===== src/rtl/fcs_pkg.sv =====
// Shared definitions for the frequency change sequencer.
// Assumes: the configuration word layout below is fixed by software.
package fcs_pkg;
    localparam int RATIO_W   = 5;
    localparam int CFG_W     = 2 + RATIO_W;
    localparam int CHG_BIT   = 0;
    localparam int TURBO_BIT = 1;
    localparam int RATIO_LSB = 2;

    typedef enum logic [2:0] {
        ST_IDLE    = 3'd0,
        ST_GATE    = 3'd1,
        ST_DRAIN   = 3'd2,
        ST_SREF    = 3'd3,
        ST_RELOCK  = 3'd4,
        ST_SR_EXIT = 3'd5,
        ST_RESUME  = 3'd6
    } fcs_state_t;
endpackage


===== src/rtl/fcs_timer.sv =====
// Settle and timeout counters for the PLL relock phase.
// Assumes: in_wait is high exactly while the sequencer waits for lock.
// lock_ok pulses once lock has been held SETTLE_CYC cycles in a row.
// lock_err is sticky until reset.
module fcs_timer #(
    parameter int SETTLE_CYC  = 16,
    parameter int TIMEOUT_CYC = 256
) (
    input  logic clk,
    input  logic rst_n,
    input  logic in_wait,
    input  logic pll_lock,
    output logic lock_ok,
    output logic lock_err
);
    localparam int SW = (SETTLE_CYC  > 2) ? $clog2(SETTLE_CYC)  : 1;
    localparam int TW = (TIMEOUT_CYC > 2) ? $clog2(TIMEOUT_CYC) : 1;
    localparam logic [SW-1:0] S_LAST = SW'(SETTLE_CYC - 1);
    localparam logic [TW-1:0] T_LAST = TW'(TIMEOUT_CYC - 1);

    logic [SW-1:0] settle_cnt;
    logic [TW-1:0] wait_cnt;
    logic          counting;
    logic          settle_last;
    logic          err_q;

    assign counting    = in_wait && pll_lock;
    assign settle_last = (settle_cnt == S_LAST);
    assign lock_ok     = counting && settle_last;
    assign lock_err    = err_q;

    // Count consecutive locked cycles; any lock drop restarts the count
    always_ff @(posedge clk) begin
        if (!rst_n || !counting || settle_last) settle_cnt <= '0;
        else                                    settle_cnt <= settle_cnt + 1'b1;
    end

    // Count unlocked cycles in relock, saturating at the limit
    always_ff @(posedge clk) begin
        if (!rst_n || !in_wait || pll_lock) wait_cnt <= '0;
        else if (wait_cnt != T_LAST)        wait_cnt <= wait_cnt + 1'b1;
    end

    // Sticky timeout flag
    always_ff @(posedge clk) begin
        if (!rst_n)                                         err_q <= 1'b0;
        else if (in_wait && !pll_lock && wait_cnt == T_LAST) err_q <= 1'b1;
    end

    AST_ERR_STICKY: assert property (@(posedge clk) disable iff (!rst_n)
        $past(lock_err) |-> lock_err);
    AST_SETTLE_LOCKED: assert property (@(posedge clk) disable iff (!rst_n)
        lock_ok |-> $past(pll_lock) && $past(in_wait));
endmodule


===== src/rtl/fcs_hold.sv =====
// Holds back interrupt, DMA, abort and fault events while a change runs.
// Assumes: busy is registered and clean. Faults seen while busy are latched
// and replayed as one sleep-request cycle on the first idle cycle.
module fcs_hold #(
    parameter int N_IRQ = 8,
    parameter int N_DMA = 4
) (
    input  logic             clk,
    input  logic             rst_n,
    input  logic             busy,
    input  logic [N_IRQ-1:0] irq_in,
    input  logic [N_DMA-1:0] dma_in,
    input  logic             abort_in,
    input  logic             supply_fault,
    input  logic             battery_fault,
    output logic [N_IRQ-1:0] irq_out,
    output logic [N_DMA-1:0] dma_out,
    output logic             abort_out,
    output logic             sleep_req
);
    logic fault_any;
    logic fault_pend;
    logic busy_q;
    logic exit_cycle;

    assign fault_any  = supply_fault || battery_fault;
    assign exit_cycle = busy_q && !busy;

    // Mask requests to the CPU and DMA engine during the change
    always_comb begin
        irq_out   = busy ? '0 : irq_in;
        dma_out   = busy ? '0 : dma_in;
        abort_out = !busy && abort_in;
    end

    // Track the previous busy value to find the exit cycle
    always_ff @(posedge clk) begin
        if (!rst_n) busy_q <= 1'b0;
        else        busy_q <= busy;
    end

    // Remember any fault seen while busy until it is replayed
    always_ff @(posedge clk) begin
        if (!rst_n)                 fault_pend <= 1'b0;
        else if (busy && fault_any) fault_pend <= 1'b1;
        else if (exit_cycle)        fault_pend <= 1'b0;
    end

    // Pass faults through when idle and replay the latched one on exit
    always_comb begin
        sleep_req = !busy && (fault_any || (exit_cycle && fault_pend));
    end

    AST_NO_SLEEP_BUSY: assert property (@(posedge clk) disable iff (!rst_n)
        busy |-> !sleep_req);
    AST_PEND_ONCE: assert property (@(posedge clk) disable iff (!rst_n)
        exit_cycle |=> !fault_pend);
    AST_HELD_IRQ: assert property (@(posedge clk) disable iff (!rst_n)
        busy |-> (irq_out == '0) && (dma_out == '0) && !abort_out);
endmodule


===== src/rtl/fcs_fsm.sv =====
// Sequencing state machine: clock gate, drain, self-refresh, relock, exit.
// Assumes: the memory controller uses level req/ack pairs, and lock_ok comes
// from the settle timer. Holds the configuration word and applies the
// turbo and ratio fields only on exit.
module fcs_fsm
    import fcs_pkg::*;
(
    input  logic               clk,
    input  logic               rst_n,
    input  logic               cfg_wr,
    input  logic [CFG_W-1:0]   cfg_wdata,
    input  logic               drain_ack,
    input  logic               sr_ack,
    input  logic               pll_lock,
    input  logic               lock_ok,
    output logic [CFG_W-1:0]   cfg_q,
    output logic               busy,
    output logic               turbo_en,
    output logic [RATIO_W-1:0] core_ratio,
    output logic               cpu_clk_en,
    output logic               drain_req,
    output logic               sr_req,
    output logic               pll_relock,
    output logic               in_wait
);
    fcs_state_t state, state_nx;
    logic       start;

    assign start = cfg_wr && cfg_wdata[CHG_BIT] && (state == ST_IDLE);

    // Next-state selection
    always_comb begin
        state_nx = state;
        unique case (state)
            ST_IDLE:    if (start)     state_nx = ST_GATE;
            ST_GATE:                   state_nx = ST_DRAIN;
            ST_DRAIN:   if (drain_ack) state_nx = ST_SREF;
            ST_SREF:    if (sr_ack)    state_nx = ST_RELOCK;
            ST_RELOCK:  if (lock_ok)   state_nx = ST_SR_EXIT;
            ST_SR_EXIT: if (!sr_ack)   state_nx = ST_RESUME;
            ST_RESUME:                 state_nx = ST_IDLE;
            default:                   state_nx = ST_IDLE;
        endcase
    end

    // State register
    always_ff @(posedge clk) begin
        if (!rst_n) state <= ST_IDLE;
        else        state <= state_nx;
    end

    // Configuration word: written only while idle; change bit self-clears on exit
    always_ff @(posedge clk) begin
        if (!rst_n)                             cfg_q <= '0;
        else if (cfg_wr && state == ST_IDLE)    cfg_q <= cfg_wdata;
        else if (state == ST_RESUME)            cfg_q[CHG_BIT] <= 1'b0;
    end

    // Apply turbo and ratio at the moment the sequence exits
    always_ff @(posedge clk) begin
        if (!rst_n) begin
            turbo_en   <= 1'b0;
            core_ratio <= '0;
        end else if (state == ST_RESUME) begin
            turbo_en   <= cfg_q[TURBO_BIT];
            core_ratio <= cfg_q[RATIO_LSB +: RATIO_W];
        end
    end

    // Decode handshake and clock controls from the state
    always_comb begin
        busy       = (state != ST_IDLE);
        cpu_clk_en = (state == ST_IDLE) || (state == ST_RESUME);
        drain_req  = (state == ST_DRAIN);
        sr_req     = (state == ST_SREF) || (state == ST_RELOCK);
        pll_relock = (state == ST_RELOCK);
        in_wait    = (state == ST_RELOCK);
    end

    AST_START_GATES: assert property (@(posedge clk) disable iff (!rst_n)
        start |=> busy && !cpu_clk_en);
    AST_SR_AFTER_DRAIN: assert property (@(posedge clk) disable iff (!rst_n)
        $rose(sr_req) |-> $past(drain_ack));
    AST_RELOCK_AFTER_SR: assert property (@(posedge clk) disable iff (!rst_n)
        $rose(pll_relock) |-> $past(sr_ack));
    AST_EXIT_LOCKED: assert property (@(posedge clk) disable iff (!rst_n)
        $fell(sr_req) |-> $past(pll_lock) && $past(lock_ok));
    AST_TURBO_HELD: assert property (@(posedge clk) disable iff (!rst_n)
        busy && $past(busy) |-> $stable(turbo_en) && $stable(core_ratio));
    AST_CHG_CLEARED: assert property (@(posedge clk) disable iff (!rst_n)
        $fell(busy) |-> !cfg_q[CHG_BIT]);
    AST_BUSY_CFG_FROZEN: assert property (@(posedge clk) disable iff (!rst_n)
        busy && $past(busy) && !$past(state == ST_RESUME) |-> $stable(cfg_q));
endmodule


===== src/rtl/freq_change_seq.sv =====
// Top level of the core clock frequency change sequencer.
// Assumes: a single clock domain, synchronous active-low reset, and a memory
// controller and PLL driving level acknowledges. Connects the state machine,
// the relock timers and the event hold logic.
module freq_change_seq
    import fcs_pkg::*;
#(
    parameter int SETTLE_CYC  = 16,
    parameter int TIMEOUT_CYC = 256,
    parameter int N_IRQ       = 8,
    parameter int N_DMA       = 4
) (
    input  logic               clk,
    input  logic               rst_n,
    input  logic               cfg_wr,
    input  logic [CFG_W-1:0]   cfg_wdata,
    output logic [CFG_W-1:0]   cfg_q,
    output logic               busy,
    output logic               turbo_en,
    output logic [RATIO_W-1:0] core_ratio,
    output logic               cpu_clk_en,
    output logic               drain_req,
    input  logic               drain_ack,
    output logic               sr_req,
    input  logic               sr_ack,
    output logic               pll_relock,
    input  logic               pll_lock,
    output logic               lock_err,
    input  logic [N_IRQ-1:0]   irq_in,
    output logic [N_IRQ-1:0]   irq_out,
    input  logic [N_DMA-1:0]   dma_in,
    output logic [N_DMA-1:0]   dma_out,
    input  logic               abort_in,
    output logic               abort_out,
    input  logic               supply_fault,
    input  logic               battery_fault,
    output logic               sleep_req
);
    logic in_wait;
    logic lock_ok;

    fcs_fsm u_fsm (
        .clk        (clk),
        .rst_n      (rst_n),
        .cfg_wr     (cfg_wr),
        .cfg_wdata  (cfg_wdata),
        .drain_ack  (drain_ack),
        .sr_ack     (sr_ack),
        .pll_lock   (pll_lock),
        .lock_ok    (lock_ok),
        .cfg_q      (cfg_q),
        .busy       (busy),
        .turbo_en   (turbo_en),
        .core_ratio (core_ratio),
        .cpu_clk_en (cpu_clk_en),
        .drain_req  (drain_req),
        .sr_req     (sr_req),
        .pll_relock (pll_relock),
        .in_wait    (in_wait)
    );

    fcs_timer #(
        .SETTLE_CYC  (SETTLE_CYC),
        .TIMEOUT_CYC (TIMEOUT_CYC)
    ) u_timer (
        .clk      (clk),
        .rst_n    (rst_n),
        .in_wait  (in_wait),
        .pll_lock (pll_lock),
        .lock_ok  (lock_ok),
        .lock_err (lock_err)
    );

    fcs_hold #(
        .N_IRQ (N_IRQ),
        .N_DMA (N_DMA)
    ) u_hold (
        .clk           (clk),
        .rst_n         (rst_n),
        .busy          (busy),
        .irq_in        (irq_in),
        .dma_in        (dma_in),
        .abort_in      (abort_in),
        .supply_fault  (supply_fault),
        .battery_fault (battery_fault),
        .irq_out       (irq_out),
        .dma_out       (dma_out),
        .abort_out     (abort_out),
        .sleep_req     (sleep_req)
    );
endmodule


===== config.mk =====
export PLATFORM = sky130hd
export DESIGN_NAME = freq_change_seq
export DESIGN_NICKNAME = d
export VERILOG_FILES = /design/src/rtl/fcs_pkg.sv /design/src/rtl/fcs_timer.sv /design/src/rtl/fcs_hold.sv /design/src/rtl/fcs_fsm.sv /design/src/rtl/freq_change_seq.sv
export SDC_FILE = /design/constraint.sdc
export NUM_CORES = 1
export LEC_CHECK = 0
export BUFFER_PORTS_ARGS = -buffer_cell sky130_fd_sc_hd__buf_2
export CAP_MARGIN = 20
export CORE_ASPECT_RATIO = 0.6
export CORE_MARGIN = 5
export CORE_UTILIZATION = 40
export DETAILED_ROUTE_END_ITERATION = 6
export HOLD_SLACK_MARGIN = 0.03
export PLACE_DENSITY_LB_ADDON = 0.3
export SYNTH_ARGS = -nofsm -noshare
export SYNTH_HDL_FRONTEND = slang
export SYNTH_SLANG_ARGS = --single-unit

===== constraint.sdc =====
create_clock -name clk -period 1.8 [get_ports clk]
set_input_delay 0.09 -clock clk [delete_from_list [all_inputs] [get_ports clk]]
set_output_delay 0.09 -clock clk [all_outputs]
set_load 0.02 [all_outputs]

==> impl_metrics.yaml <==
synth:
  synth_compound_area_share_pct: 11.2
  ys_seq_area_share_pct: 42.0
  netlist_instances: 159
  synth_edf_count: 0
  avgSynthCellArea_um2: 9.29
  synth_top_family_by_area: "simple AND/OR/NAND/NOR gates"
  async_flop_share_pct: 0
  synthMuxAreaShare_pct: 8.13
  synthFlopType: "dfxtp_1"
  synth_cell_types: 37
  synth_area_mm2: 0.00148
  ys_warn_count: 0
  ys_ff_latch: 31
  synthAdderAreaFrac_pct: 1.69
  syn-num-nets: 189
  synth-simple-area-share_pct: 32.8
  synthXorXnorAreaFrac_pct: 0.593
sta:
  slew_headroom_pct: 71.3
  fmax_mhz: 637
  min_period_over_period_pct: 87.2
  slew_viol_final: 0
  rsz0062_at_grt: "no"
  fin_crit_ns: 1.57
  setup_viol_count_final: 0
  hold_violations: 0
  worst_pin_slew_ns: 0.429
  clock_skew_ns: 0.00528
  tns_ns: 0
placement:
  io_buffers: 60
  gp_congestion: 0.817
  dp_hpwl_mm: 2.52
worst_setup_path:
  cp_max_fo: 16
  cp_data_required_time_ns: 1.71
  startpoint_type: "flop"
  criticalPathCategory: "reg -> out"
  end_kind: "output pin"
  arrival_ns: 1.48
cts:
  cts_tree: "yes"
  htreeDepth: 2
  worstSkewPairLatency_ns: 0.28
  post_cts_buffers: 0
  clk_pin_slew_ns: 0.06
  cts-buffers-inserted: 5
  postCtsResizedCells: 0
  hold_buffers: 0
  cts_buffer_depth: 2
  cts_root_buf: "clkbuf_8"
  clock_sinks: 31
floorplan:
  io_pins: 61
  initial_utilization_pct: 40.9
  core_mm2: 0.00362
  die_w_um: 88.5
  die_y_um: 57.1
  dieArea_mm2: 0.00505
  row_count: 17
grt:
  grt_max_degree: 22
  grt_pass1_vias: 1206
  grt-ovfl-total: 0
  antenna_found_initial: 0
  gr-usage-all-layers_pct: 13.5
  grt_pass1_wl_mm: 5.42
power_and_ir_drop:
  swShare_pct: 28.7
  peakVddDrop_mv: 0.460
  power_mw: 1.73
  p_per_area_mw_per_mm2: 900
  p_switching_mw: 0.498
  power_frac_seq_pct: 43.1
  leakage_nw: 0.899
  clkPwrFrac_pct: 34.1
  p_comb_share_pct: 22.9
  power.internal_mw: 1.24
drt:
  drt_drc_violations_left: 0
  wirelength_mm: 3.36
  drtPass1Iterations: 4
  final_antenna_net_count: 0
  wl_per_cell_um: 12.5
  vias_per_cell: 4.97
  vias: 1336
  drt_iter0_drc: 77
flow_run:
  max-cap-violations: 0
finish:
  n_antenna_cell: 0
  nets: 251
  fillers: 343
  syn_to_final_growth_pct: 30.4
  drive_gt1_share_pct: 33.8
hold_path:
  min_path_type: "in -> reg"
status:
  status: "finished clean"
per-stage QoR:
step	cell area (um2)	std cells	hold WS [ns]	utilization (%)	setup WS, ns
finish	1930	269	0.0714	53.3	0.231
global route	1930	269	0.0735	53.3	0.0949
CTS	1930	269	0.0611	53.3	0.224
detailed placement	1830	261	0.359	50.5	0.363
global placement	1830	261	0.356	50.5	0.373
floorplan	1480	159	0.235	-	0.372
final timing paths:
| check | start | to | slack (ns) | cells after the start |
|---|---|---|---|---|
| hold / removal | cfg_wdata[5] | u_fsm.cfg_q[5]$_SDFFE_PN0P_ | 0.07 | 3 |
| setup / recovery | u_fsm.state[1]$_SDFFE_PN0P_ | sleep_req | 0.23 | 5 |
| setup reg to reg | u_fsm.state[1]$_SDFFE_PN0P_ | u_fsm.cfg_q[3]$_SDFFE_PN0P_ | 0.35 | 4 |
| hold reg to reg | u_timer.lock_err$_SDFFE_PN0P_ | u_timer.lock_err$_SDFFE_PN0P_ | 0.47 | 2 |
synth_stat cells (all sizes together) (3+ instances only):
cell,number,area [um2]
and3,4,25.0
dfxtp,31,621
clkbuf,4,15.0
o21ai,3,15.0
a21oi,7,35.0
buf,5,31.3
mux2i,12,120
and4,3,26.3
a21boi,5,37.5
nor2,5,18.8
a211oi,3,22.5
nor3b,3,33.8
nor2b,13,81.3
nand3b,5,41.3
nor3,9,50.1
nand2,7,26.3
and2,15,93.8
nand3,6,30.0
layer usage:
| metal | vias to the layer above | global-route usage (%) | wire (um) |
|---|---|---|---|
| met5 | - | 0 | 0 |
| met4 | 0 | 5.82 | 61 |
| met3 | 8 | 4.62 | 392 |
| met2 | 53 | 20.9 | 1300 |
| met1 | 590 | 17.2 | 1610 |
| li1 | 685 | - | - |
power groups by stage:
| stage | clock network [mW] | registers [mW] | logic (mW) |
|---|---|---|---|
| 2_1_floorplan | 0 | 0.764 | 0.254 |
| 3_3_place_gp | 0 | 0.762 | 0.399 |
| 3_5_place_dp | 0 | 0.761 | 0.401 |
| 4_1_cts | 0.611 | 0.747 | 0.402 |
| 5_1_grt | 0.639 | 0.752 | 0.431 |
| 6_report | 0.591 | 0.747 | 0.396 |
cell type report:
| class | instances | area (um2) | area share (%) |
|---|---|---|---|
| Inverter | 2 | 7.51 | 0.390 |
| Clock buffer | 8 | 100 | 5.19 |
| Tap cell | 47 | 58.8 | 3.05 |
| Timing Repair Buffer | 64 | 330 | 17.1 |
| Multi-Input combinational cell | 117 | 810 | 42.0 |
| Sequential cell | 31 | 621 | 32.2 |
placed cells by master, fill, tap and decap left out, drive strengths merged, types with 6 or more instances in the layout:
cell type	n
clkbuf	8
nand3	6
nor2b	13
and2	15
buf	64
mux2i	12
nand2	7
nor3	9
a21oi	7
dfxtp	31
sequential cells by signal, summed over array words and instances (netlist names):
| name | count |
|---|---|
| u_timer.settle_cnt | 4 |
| u_fsm.turbo_en | 1 |
| u_hold.busy_q | 1 |
| u_hold.fault_pend | 1 |
| u_fsm.core_ratio | 5 |
| u_timer.wait_cnt | 8 |
| u_fsm.cfg_q | 7 |
| u_timer.lock_err | 1 |
| u_fsm.state | 3 |
critical path, stage by stage (launching register included):
cell	delay [ns]
dfxtp_1	0.43
nor3_2	0.19
buf_4	0.19
inv_1	0.09
a21oi_1	0.12
buf_2	0.18
logic make-up (layout without fill, tap and decap cells):
kind of cell	after synthesis	in the layout
mux	12	12
buf+inv	11	74
fa+ha+maj	2	2
xor+xnor	1	1
flops	31	31
compound gates	25	25
simple gates	77	77
Power figures use the tool's default switching activity.
